--- src/rtl/sertx_pkg.sv ---
package sertx_pkg;

    localparam int TICKS_PER_BIT = 16;
    localparam int CNT_W         = $clog2(2 * TICKS_PER_BIT);
    localparam int BYTE_W        = 8;
    localparam int IDX_W         = $clog2(BYTE_W);

    // Field order follows the configuration byte, bit 7 down to bit 0.
    typedef struct packed {
        logic       dlab;
        logic       brk;
        logic       stick;
        logic       even;
        logic       par_en;
        logic       long_stop;
        logic [1:0] wlen;
    } line_cfg_t;

    typedef enum logic [2:0] {
        ST_IDLE,
        ST_START,
        ST_DATA,
        ST_PAR,
        ST_STOP
    } tx_state_t;

    function automatic logic [IDX_W-1:0] last_bit_index(input logic [1:0] wlen);
        return IDX_W'(4) + IDX_W'(wlen);
    endfunction

    function automatic logic [CNT_W-1:0] stop_last_count(input line_cfg_t c);
        if (!c.long_stop)
            return CNT_W'(TICKS_PER_BIT - 1);
        else if (c.wlen == 2'b00)
            return CNT_W'((TICKS_PER_BIT * 3) / 2 - 1);
        else
            return CNT_W'(2 * TICKS_PER_BIT - 1);
    endfunction

    function automatic logic parity_value(input line_cfg_t c, input logic [BYTE_W-1:0] d);
        logic [BYTE_W-1:0] mask;
        logic              ones;
        mask = {BYTE_W{1'b1}} >> (2'd3 - c.wlen);
        ones = ^(d & mask);
        if (c.stick)
            return ~c.even;
        return c.even ? ones : ~ones;
    endfunction

endpackage

--- src/rtl/sertx_ctrl_reg.sv ---
module sertx_ctrl_reg
    import sertx_pkg::*;
#(
    parameter int ADDR_W   = 3,
    parameter int CFG_OFS  = 3,
    parameter int HOLD_OFS = 0
) (
    input  logic              clk,
    input  logic              rst,
    input  logic [ADDR_W-1:0] addr,
    input  logic              wr_en,
    input  logic              rd_en,
    input  logic [BYTE_W-1:0] wdata,
    output logic [BYTE_W-1:0] rdata,
    output line_cfg_t         cfg,
    output logic              load_req
);

    line_cfg_t cfg_q;
    logic      cfg_sel;
    logic      hold_sel;

    assign cfg_sel  = (addr == ADDR_W'(CFG_OFS));
    assign hold_sel = (addr == ADDR_W'(HOLD_OFS));

    always_ff @(posedge clk) begin
        if (rst)
            cfg_q <= '0;
        else if (wr_en && cfg_sel)
            cfg_q <= line_cfg_t'(wdata);
    end

    assign cfg      = cfg_q;
    assign load_req = wr_en && hold_sel && !cfg_q.dlab;
    assign rdata    = (rd_en && cfg_sel) ? BYTE_W'(cfg_q) : '0;

    assert_cfg_hold_R8: assert property (@(posedge clk) disable iff (rst)
        !(wr_en && cfg_sel) |=> $stable(cfg_q));

endmodule

--- src/rtl/sertx_framer.sv ---
module sertx_framer
    import sertx_pkg::*;
(
    input  logic              clk,
    input  logic              rst,
    input  logic              tick,
    input  logic              load_req,
    input  logic [BYTE_W-1:0] load_data,
    input  line_cfg_t         cfg,
    output logic              line_bit,
    output logic              busy
);

    tx_state_t         state;
    logic [CNT_W-1:0]  cnt;
    logic [IDX_W-1:0]  idx;
    logic [BYTE_W-1:0] shreg;
    line_cfg_t         fmt;
    logic              par_q;
    logic              bit_end;

    assign bit_end = tick && (cnt == CNT_W'(TICKS_PER_BIT - 1));

    always_ff @(posedge clk) begin
        if (rst) begin
            state <= ST_IDLE;
            cnt   <= '0;
            idx   <= '0;
            shreg <= '0;
            fmt   <= '0;
            par_q <= 1'b0;
        end else begin
            unique case (state)
                ST_IDLE: begin
                    if (load_req) begin
                        state <= ST_START;
                        cnt   <= '0;
                        idx   <= '0;
                        shreg <= load_data;
                        fmt   <= cfg;
                        par_q <= parity_value(cfg, load_data);
                    end
                end
                ST_START: begin
                    if (bit_end) begin
                        cnt   <= '0;
                        state <= ST_DATA;
                    end else if (tick) begin
                        cnt <= cnt + 1'b1;
                    end
                end
                ST_DATA: begin
                    if (bit_end) begin
                        cnt   <= '0;
                        shreg <= shreg >> 1;
                        if (idx == last_bit_index(fmt.wlen))
                            state <= fmt.par_en ? ST_PAR : ST_STOP;
                        else
                            idx <= idx + 1'b1;
                    end else if (tick) begin
                        cnt <= cnt + 1'b1;
                    end
                end
                ST_PAR: begin
                    if (bit_end) begin
                        cnt   <= '0;
                        state <= ST_STOP;
                    end else if (tick) begin
                        cnt <= cnt + 1'b1;
                    end
                end
                ST_STOP: begin
                    if (tick && cnt == stop_last_count(fmt)) begin
                        cnt   <= '0;
                        state <= ST_IDLE;
                    end else if (tick) begin
                        cnt <= cnt + 1'b1;
                    end
                end
                default: state <= ST_IDLE;
            endcase
        end
    end

    always_comb begin
        unique case (state)
            ST_START: line_bit = 1'b0;
            ST_DATA:  line_bit = shreg[0];
            ST_PAR:   line_bit = par_q;
            default:  line_bit = 1'b1;
        endcase
    end

    assign busy = (state != ST_IDLE);

    assert_load_busy_R9: assert property (@(posedge clk) disable iff (rst)
        (load_req && !busy) |=> busy);

    assert_start_low_R1: assert property (@(posedge clk) disable iff (rst)
        $rose(busy) |-> !line_bit);

    assert_bit_count_R1: assert property (@(posedge clk) disable iff (rst)
        (state != ST_STOP) |-> (cnt <= CNT_W'(TICKS_PER_BIT - 1)));

    assert_data_index_R1: assert property (@(posedge clk) disable iff (rst)
        (state == ST_DATA) |-> (idx <= last_bit_index(fmt.wlen)));

    assert_stop_bound_R3: assert property (@(posedge clk) disable iff (rst)
        (state == ST_STOP) |-> (cnt <= stop_last_count(fmt)));

endmodule

--- src/rtl/sertx_top.sv ---
module sertx_top
    import sertx_pkg::*;
#(
    parameter int ADDR_W = 3
) (
    input  logic              clk,
    input  logic              rst,
    input  logic [ADDR_W-1:0] addr,
    input  logic              wr_en,
    input  logic              rd_en,
    input  logic [BYTE_W-1:0] wdata,
    output logic [BYTE_W-1:0] rdata,
    input  logic              tick,
    output logic              txd,
    output logic              busy
);

    line_cfg_t cfg;
    logic      load_req;
    logic      line_bit;

    sertx_ctrl_reg #(
        .ADDR_W  (ADDR_W),
        .CFG_OFS (3),
        .HOLD_OFS(0)
    ) u_ctrl (
        .clk     (clk),
        .rst     (rst),
        .addr    (addr),
        .wr_en   (wr_en),
        .rd_en   (rd_en),
        .wdata   (wdata),
        .rdata   (rdata),
        .cfg     (cfg),
        .load_req(load_req)
    );

    sertx_framer u_framer (
        .clk      (clk),
        .rst      (rst),
        .tick     (tick),
        .load_req (load_req),
        .load_data(wdata),
        .cfg      (cfg),
        .line_bit (line_bit),
        .busy     (busy)
    );

    assign txd = cfg.brk ? 1'b0 : line_bit;

    assert_idle_line_R10: assert property (@(posedge clk) disable iff (rst)
        (!busy && !cfg.brk) |-> txd);

endmodule

--- config.mk ---
export PLATFORM = sky130hd
export DESIGN_NAME = sertx_top
export DESIGN_NICKNAME = d
export VERILOG_FILES = /design/src/rtl/sertx_pkg.sv /design/src/rtl/sertx_ctrl_reg.sv /design/src/rtl/sertx_framer.sv /design/src/rtl/sertx_top.sv
export SDC_FILE = /design/constraint.sdc
export NUM_CORES = 1
export LEC_CHECK = 0
export BUFFER_PORTS_ARGS = -buffer_cell sky130_fd_sc_hd__buf_2
export CAP_MARGIN = 20
export CORE_MARGIN = 4
export CORE_UTILIZATION = 40
export CTS_CLUSTER_DIAMETER = 40
export DETAILED_ROUTE_END_ITERATION = 16
export PLACE_DENSITY_LB_ADDON = 0.2
export SYNTH_ARGS = -nofsm -noshare
export SYNTH_HDL_FRONTEND = slang
export SYNTH_SLANG_ARGS = --single-unit
--- constraint.sdc ---
create_clock -name clk -period 2.6 [get_ports clk]
set_input_delay 0.26 -clock clk [delete_from_list [all_inputs] [get_ports clk]]
set_output_delay 0.26 -clock clk [all_outputs]
set_load 0.05 [all_outputs]
* Yosys cells after proc, flatten, opt, wreduce, memory -nomap -nowiden
Cells that the tools add are included.
** Storage, ports and cells
- Memory bits (read-only) :: 0
- Word-level logic and storage cells :: 92
- Register bits after elaboration :: 32
- Memory bits (writable) :: 0
- Bits of input ports :: 16
- Output and inout port bits :: 10
- Latch bits :: 0
- Memories :: 0
** Operators by class
- Bitwise operators :: 3
- Shifts and indexed selects :: 1
- $add $sub $neg :: 4
- Divide/modulo/power cells :: 0
- Mux-type cells :: 34
- Eq/ne operators :: 15
- Multiply operators :: 0
- Reduce and logical (&&, ||, !) cells :: 20
- Order comparisons :: 0
** Operators by type and width (number)
- $mux 5 :: 7
- $mux 3 :: 10
- $mux 8 :: 3
- $pmux 8 s2 :: 1
- $pmux 3 s5 :: 1
- $pmux 5 s3 :: 1
- $ne 2x1->1 const B :: 5
- $eq 3x2->1 const B :: 3
- $and 8x8->8 :: 1
- $mux 1 :: 8
- $reduce_xor 8->1 :: 1
- $shr 8x2->8 const A :: 1
- $logic_and 1x1->1 :: 6
- $logic_not 3->1 :: 2
- $pmux 3 s2 :: 1
- $reduce_and 6->1 :: 1
- $reduce_bool 3->1 :: 2
- $add 5x1->5 const B :: 1
- $eq 5x4->1 const B :: 1
- $eq 5x5->1 :: 1
- $mux 4 :: 1
- $ne 2x2->1 const B :: 2
- $reduce_and 2->1 :: 2
- $reduce_and 4->1 :: 1
- 13 further kinds :: 14

* Depth between registers and ports, before layout
Gate-level depths: netlist (run 1).
- Word-level depth :: 9
- Mapped depth :: 8

* Hierarchy
A second synthesis (run 1) with hierarchy kept.
** Second synthesis, totals
- Cells, all modules :: 206
- Area, all modules :: 1850.5 um^2
** Modules (own cells, without submodules)
- sertx_framer :: sequential area each 480.5 um^2, times used 1, area each 1397.6 um^2, cells an instance 159
- sertx_ctrl_reg :: sequential area each 160.2 um^2, times used 1, area each 439.2 um^2, cells an instance 46
- sertx_top :: sequential area each 0.0 um^2, times used 1, area each 13.8 um^2, cells an instance 1

* Worst setup path after synthesis (run 1)
Ideal clock, no wire load.
- Path kind :: flip-flop to flip-flop
- Start :: reg u_framer.cnt[0]
- End :: reg u_framer.idx[2]
- Slack :: 0.809 ns
- Clock period less this slack :: 1.791 ns
- Path buffers :: 0
- Stages on the path, launching flop included :: 9
- Library setup time :: 0.078 ns
- Arrival :: 1.713 ns
- Path through :: dfxtp_1 ha_1 and3_1 ha_1 nand2_1 a311oi_4 o21ai_0 xor2_1 nor3_1
** Between the ends
- Word-level cells in the longest chain between the ends :: 4
** RTL lines
- start: declaration :: RTL line sertx_framer.sv:15 : logic [CNT_W-1:0] cnt;
- start signal: assignment :: RTL line sertx_framer.sv:49 : cnt <= cnt + 1'b1;
- start signal: assignment :: RTL line sertx_framer.sv:61 : cnt <= cnt + 1'b1;
- start signal: assignment :: RTL line sertx_framer.sv:69 : cnt <= cnt + 1'b1;
- $eq 5x4->1 :: RTL line sertx_framer.sv:22 : assign bit_end = tick && (cnt == CNT_W'(TICKS_PER_BIT - 1));
- $logic_and 1x1->1 :: RTL line sertx_framer.sv:22
- $ne 2x1->1 (no line)
- $reduce_and 4->1 (no line)
- end signal: assignment :: RTL line sertx_framer.sv:59 : idx <= idx + 1'b1;
- end: declaration :: RTL line sertx_framer.sv:16 : logic [IDX_W-1:0] idx;
No other way between the ends.
A chain may end at the register's enable or synchronous reset.

* Worst setup path in the final report (run 1)
Ends and elaborated chain as after synthesis.

==> metrics.txt, run 1 <==
status finished clean; power per cell area approximately 680 nW/um2; # hold bufs at CTS 0; Synth Cell Area approximately 1800 um2; Initial Util between 40% and 50%; Final Cell Area between 2000 and 2500 um2; Setup TNS 0 ns; nets 262; Residual DRC 0; GR Overflow Total 0; detailed-route wire length around 4.2 mm; minimum clock period 2.009 ns; area of the multi-input gates 1074 um2; Worst Slack Setup Final ~0.6 ns; Synth Instances 224; Post-CTS Setup Inserts 0; pre-CTS setup slack approximately 0.61 ns; # rows 24; Hold Crit Depth 3; Clock Pin Slew Worst Setup and Hold Paths about 0.07 ns; CP Capture Type flop; TritonCTS clock tree yes; CP max FO 5; Placed Area approximately 1900 um2; Synth warnings 0; vias per std cell ~5.3; die area 5702 um2; post-CTS resize count 0; Post-synth EDFFs 0; synthesized flop and latch total 32; I/O Pins 26; Clock Power Share between 30 and 40%; asr flop ratio synth 0%; most frequent cells in the layout nand2_1 (40), dfxtp_1 (32), buf_2 (25); Pins Over Slew Limit 0; Area Growth Syn to Fin 12.83%; fmax approximately 0.50 GHz; commonest non-fill, non-tap cell in the layout nand2_1; Net Sw Power 461.2 uW; Reg power frac approximately two fifths; Final Wtd Congestion ~0.83; clk root buf clkbuf_8; 1st-iter DRT viols 114; Die Width about 76 um; CTS Buffer Depth 2; Pre-antenna DRT Iters 4; RSZ-0062 raised after global routing no; Mapped Nets between 200 and 250; R2R setup slack roughly 0.6 ns; Setup CP Type reg2reg; via count approximately 1600; total CTS buffers 5; post-route ant nets 0; GRT Util Overall 16.09%; routed length per instance 14.17 um; Worst Hold Class in2reg; Inserted Diodes 0; Die H about 76 um; Worst setup SP type flop; Clock Skews approximately 0.0098 ns; half-perimeter wire length after detailed placement 3.148 mm; max-cap violation count 0; sequential cell area approximately 640 um2; Worst-Skew Late Latency just under 0.3 ns; clock net sink count 32; layout cell share with drive strength beyond 1 18.03%; Final Core Density between 40% and 50%; worst relative slew slack a little under 60%; antenna violations before repair 0; worst vdd ir 0.2418 mV; sequential area share after synthesis between 30% and 40%; Distinct cells, synth 50; Avg Inst Size Synth between 8 and 9 um2; fin crit share between 70 and 80%; worst slew pin tran around 0.63 ns; Final Setup Violations 0; largest net degree at the start of global routing 34; final hold violation count 0; vias in the first global route around 1400; first-pass GRT wire length slightly below 7 mm; static leakage 0.0007712 uW; reg2reg path depth 8; sw frac about a third; Min Hold Slack 0.2475 ns; Worst Path Arrival about 2.2 ns; Core ar. roughly 4400 um2; Gate power share between 20% and 30%; WP data required around 2.8 ns; Main synth FF type dfxtp_1; count of buffers from port buffering 25; CTS H-tree lvls 2; Int Power 930.0 uW; Fillers 443
-- through the flow --
step,std cells,total power (uW)
after floorplan,224,860.3
after global placement,288,928.9
after detailed placement,288,931.8
after CTS,296,1405
after global routing,296,1472
final,296,1391
-- power by group through the flow --
stage	logic (uW)	clock network, uW	registers, uW
floorplan	326	0	535
global placement	373	0	556
detailed placement	373	0	559
CTS	374	483	548
global route	412	506	554
finish	371	472	548
-- sequential cells by signal, indices dropped and copies added (netlist names) --
signal and flops:
u_ctrl.cfg 8, u_framer.cnt 5, u_framer.fmt 4, u_framer.idx 3, u_framer.par_q 1, u_framer.shreg 8
u_framer.state 3
-- layer usage --
| layer | wire [um] | part of all wire (%) | global-route usage, % | vias up |
|---|---|---|---|---|
| li1 | - | - | - | 823 |
| met1 | 2121 | 51 | 24.38 | 708 |
| met2 | 1738 | 41 | 21.48 | 39 |
| met3 | 271 | 6.5 | 4.354 | 6 |
| met4 | 63 | 1.5 | 5.825 | 0 |
| met5 | 0 | 0 | 0 | - |
-- critical path, cell delays in order, from the launching register on --
cell and delay [ns]:
dfxtp_1 0.38, ha_1 0.23, and3_1 0.18, ha_1 0.16, nand2_1 0.19, a311oi_4 0.38
o21ai_0 0.14, xor2_1 0.15, nor3_1 0.12
-- Yosys cell counts (2+ instances only) --
cell,number,area share (%)
or2_2,2,0.69
and2_1,11,3.8
buf_6,2,1.2
nor2_1,23,4.7
mux2i_1,5,2.7
nand2_1,40,8.2
buf_2,3,0.82
ha_1,3,2.1
inv_1,8,1.6
xor2_1,2,0.96
o211ai_1,4,1.6
a31oi_1,2,0.69
or3_1,2,0.69
nor3b_1,2,0.82
xnor2_1,7,3.4
nand4_1,2,0.69
dfxtp_1,32,35
a311oi_1,5,2.4
nor3_1,3,0.82
o21ai_0,8,2.2
o31ai_1,2,0.82
a21oi_1,18,4.9
nand3_1,2,0.55
clkbuf_1,8,1.6
a311oi_2,3,2.5
-- kinds of logic (layout without fill, tap and decap cells) --
kind of cell,after synthesis,count (layout),share of synthesized area (%)
AOI/OAI and AO/OA,54,54,22.58
DFF,32,32,35.14
buffers and inverters,23,43,5.971
xor gates and xnor gates,10,10,5.560
and+or+nand+nor,97,97,25.94
adders and majority gates,3,3,2.059
muxes,5,5,2.745
-- worst paths after layout --
| check | start | to |
|---|---|---|
| setup / recovery | u_framer.cnt[0] | u_framer.idx[2] |
| hold / removal | wdata[4] | u_ctrl.cfg[4] |
| setup reg to reg | u_framer.cnt[0] | u_framer.idx[2] |
| hold reg to reg | u_ctrl.cfg[6] | u_ctrl.cfg[6] |
-- final cells by class --
class,count,area share [%]
clock buffer,6,3.528
clock inverter,2,1.703
inverter,8,1.460
multi-input combinational,169,52.19
sequential,32,31.14
tap,52,3.163
timing repair buffer,27,6.813
Note: power is estimated with default switching activity, not from simulation.
==> run 2: changes to the inputs <==
==> constraint.sdc (replaced) <==
create_clock -name clk -period 2.1 [get_ports clk]
set_input_delay 0.21 -clock clk [delete_from_list [all_inputs] [get_ports clk]]
set_output_delay 0.21 -clock clk [all_outputs]
set_load 0.05 [all_outputs]
==> run 2 against run 1 <==
Effect of this change:
- via count up 0.95%
- sequential cell count unchanged
- clock skew up 0.0012 ns
- clock power up 24%
- maximum frequency up 5.1%
- critical path type unchanged
- total power up 25%
- global-route usage down 0.44 points
- clock-buffer cell count unchanged
- final cell count up 1.4%
- largest power group unchanged
- non-clock buffer count up 4
- highest routed layer unchanged
==> metrics.txt, run 2 (synthesized netlist as in run 1, its figures left out) <==
power per cell area 829.1 nW/um2; Final Wtd Congestion between 0.8 and 0.9; Worst setup SP type flop; GRT Util Overall ~16%; worst r2r src u_framer.state[0]; layout cell share with drive strength beyond 1 19.76%; # rows 24; Die Width approximately 76 um; Net Sw Power between 500 and 600 uW; nets 266; Clock Skews between 0.01 and 0.015 ns; first-pass GRT wire length between 6 and 7 mm; post-route ant nets 0; 1st-iter DRT viols between 100 and 150; via count 1591; CP Capture Type flop; Critical-path top delay cell or3_1; number of buffer and inverter stages on the critical path 1; detailed-route wire length around 4.2 mm; Area Growth Syn to Fin 14.62%; RSZ-0062 raised after global routing no; status finished clean; largest stage delay on the critical path between 0.5 and 0.6 ns; Hold Path Origin wdata[4]; TritonCTS clock tree yes; Fillers 440; reg2reg path depth 6; I/O Pins 26; worst slew pin tran around 0.5 ns; Clock Power Share between 30% and 40%; fin crit share 91.03%; CTS Buffer Depth 2; final hold violation count 0; count of buffers from port buffering 25; vias in the first global route between 1000 and 1500; Clock Pin Slew Worst Setup and Hold Paths roughly 0.080 ns; Worst Path Arrival 2.11 ns; Post-CTS Setup Inserts 0; Reg power frac between 30% and 40%; Pins Over Slew Limit 0; half-perimeter wire length after detailed placement ~3.2 mm; commonest non-fill, non-tap cell in the layout nand2_1; GR Overflow Total 0; Setup TNS 0 ns; Inserted Diodes 0; die area 5702 um2; Initial Util between 40% and 50%; cell family with the largest share of critical-path delay simple AND/OR/NAND/NOR gates; Final Total Pwr about 1700 uW; clock net sink count 32; routed length per instance ~14 um; crit path cell chain or3_1, nor3_4, buf_4, o21ai_0, xor2_1, nor3_1; Die H 75.51 um; static leakage around 0.00079 uW; Gate power share 27.3%; hold path endpoint u_ctrl.cfg[4]; worst vdd ir between 0.5 and 0.6 mV; Core ar. about 4400 um2; Final Setup Violations 0; minimum clock period around 1.9 ns; CP max FO 11; total CTS buffers 5; reg2reg end u_framer.idx[2]; Int Power roughly 1200 uW; Setup CP Type reg2reg; antenna violations before repair 0; vias per std cell 5.303; Worst Hold Class in2reg; most frequent cells in the layout nand2_1 (39), dfxtp_1 (32), buf_2 (25); Worst-Skew Late Latency approximately 0.28 ns; CTS H-tree lvls 2; Residual DRC 0; fmax approximately 0.52 GHz; worst relative slew slack between 60% and 70%; Hold Crit Depth 3; max-cap violation count 0; sw frac 33.15%; largest net degree at the start of global routing 22; R2R setup slack 0.19 ns; Pre-antenna DRT Iters 4; clk root buf clkbuf_8; WP data required roughly 2.3 ns
run 2: metrics by stage:
step	worst slack (ns)	util [%]	hold WS (ns)	instance area, um2	cells
after CTS	0.07663	47.60	0.1977	2087	300
after detailed placement	0.1162	45.15	0.4555	1979	292
after global routing	0.02049	47.66	0.2007	2090	300
after floorplan	0.3092	-	0.3460	1823	224
after global placement	0.1917	45.15	0.4554	1979	292
final	0.1885	47.66	0.2026	2090	300
run 2: power by group through the flow:
stage	clock, uW	sequential [uW]	combinational, uW
2_1_floorplan	0	662	403
3_3_place_gp	0	687	475
3_5_place_dp	0	689	472
4_1_cts	590	675	472
5_1_grt	617	683	521
6_report	583	676	474
run 2: layout make-up:
| cell class | count | area [um2] | share of cell area [%] |
|---|---|---|---|
| timing repair buffer | 31 | 170.2 | 8.144 |
| clock inverter | 2 | 35.03 | 1.677 |
| multi-input combinational | 169 | 1076 | 51.50 |
| inverter | 8 | 30.03 | 1.437 |
| sequential | 32 | 640.6 | 30.66 |
| clock buffer | 6 | 72.57 | 3.473 |
| tap | 52 | 65.06 | 3.114 |
run 2: worst max path at each step:
| stage | depth (start not counted) | end | startpoint |
|---|---|---|---|
| 6_report | 6 | u_framer.idx[2] | u_framer.state[0] |
| 5_1_grt | 8 | u_framer.idx[2] | u_framer.cnt[0] |
| 4_1_cts | 8 | u_framer.idx[2] | u_framer.cnt[0] |
| 3_5_place_dp | 8 | u_framer.idx[2] | u_framer.cnt[0] |
| 3_3_place_gp | 8 | u_framer.idx[2] | u_framer.cnt[0] |
| 2_1_floorplan | 8 | u_framer.idx[2] | u_framer.cnt[0] |
run 2: timing repair:
item,CTS,global route
resized for setup,0,1
hold buffers,0,0
endpoints found under the setup margin,0,5
run 2: per-layer routing:
metal  vias up  track usage (%)  wire length (um)
li1        829                -                 -
met1       739            22.72              2223
met2        21            23.30              1831
met3         2            3.298               136
met4         0            4.660                25
met5         -                0                 0
run 2: worst min-delay path: stages:
cell,delay (ns)
buf_2,0.12
nand2_1,0.05
a21oi_1,0.05
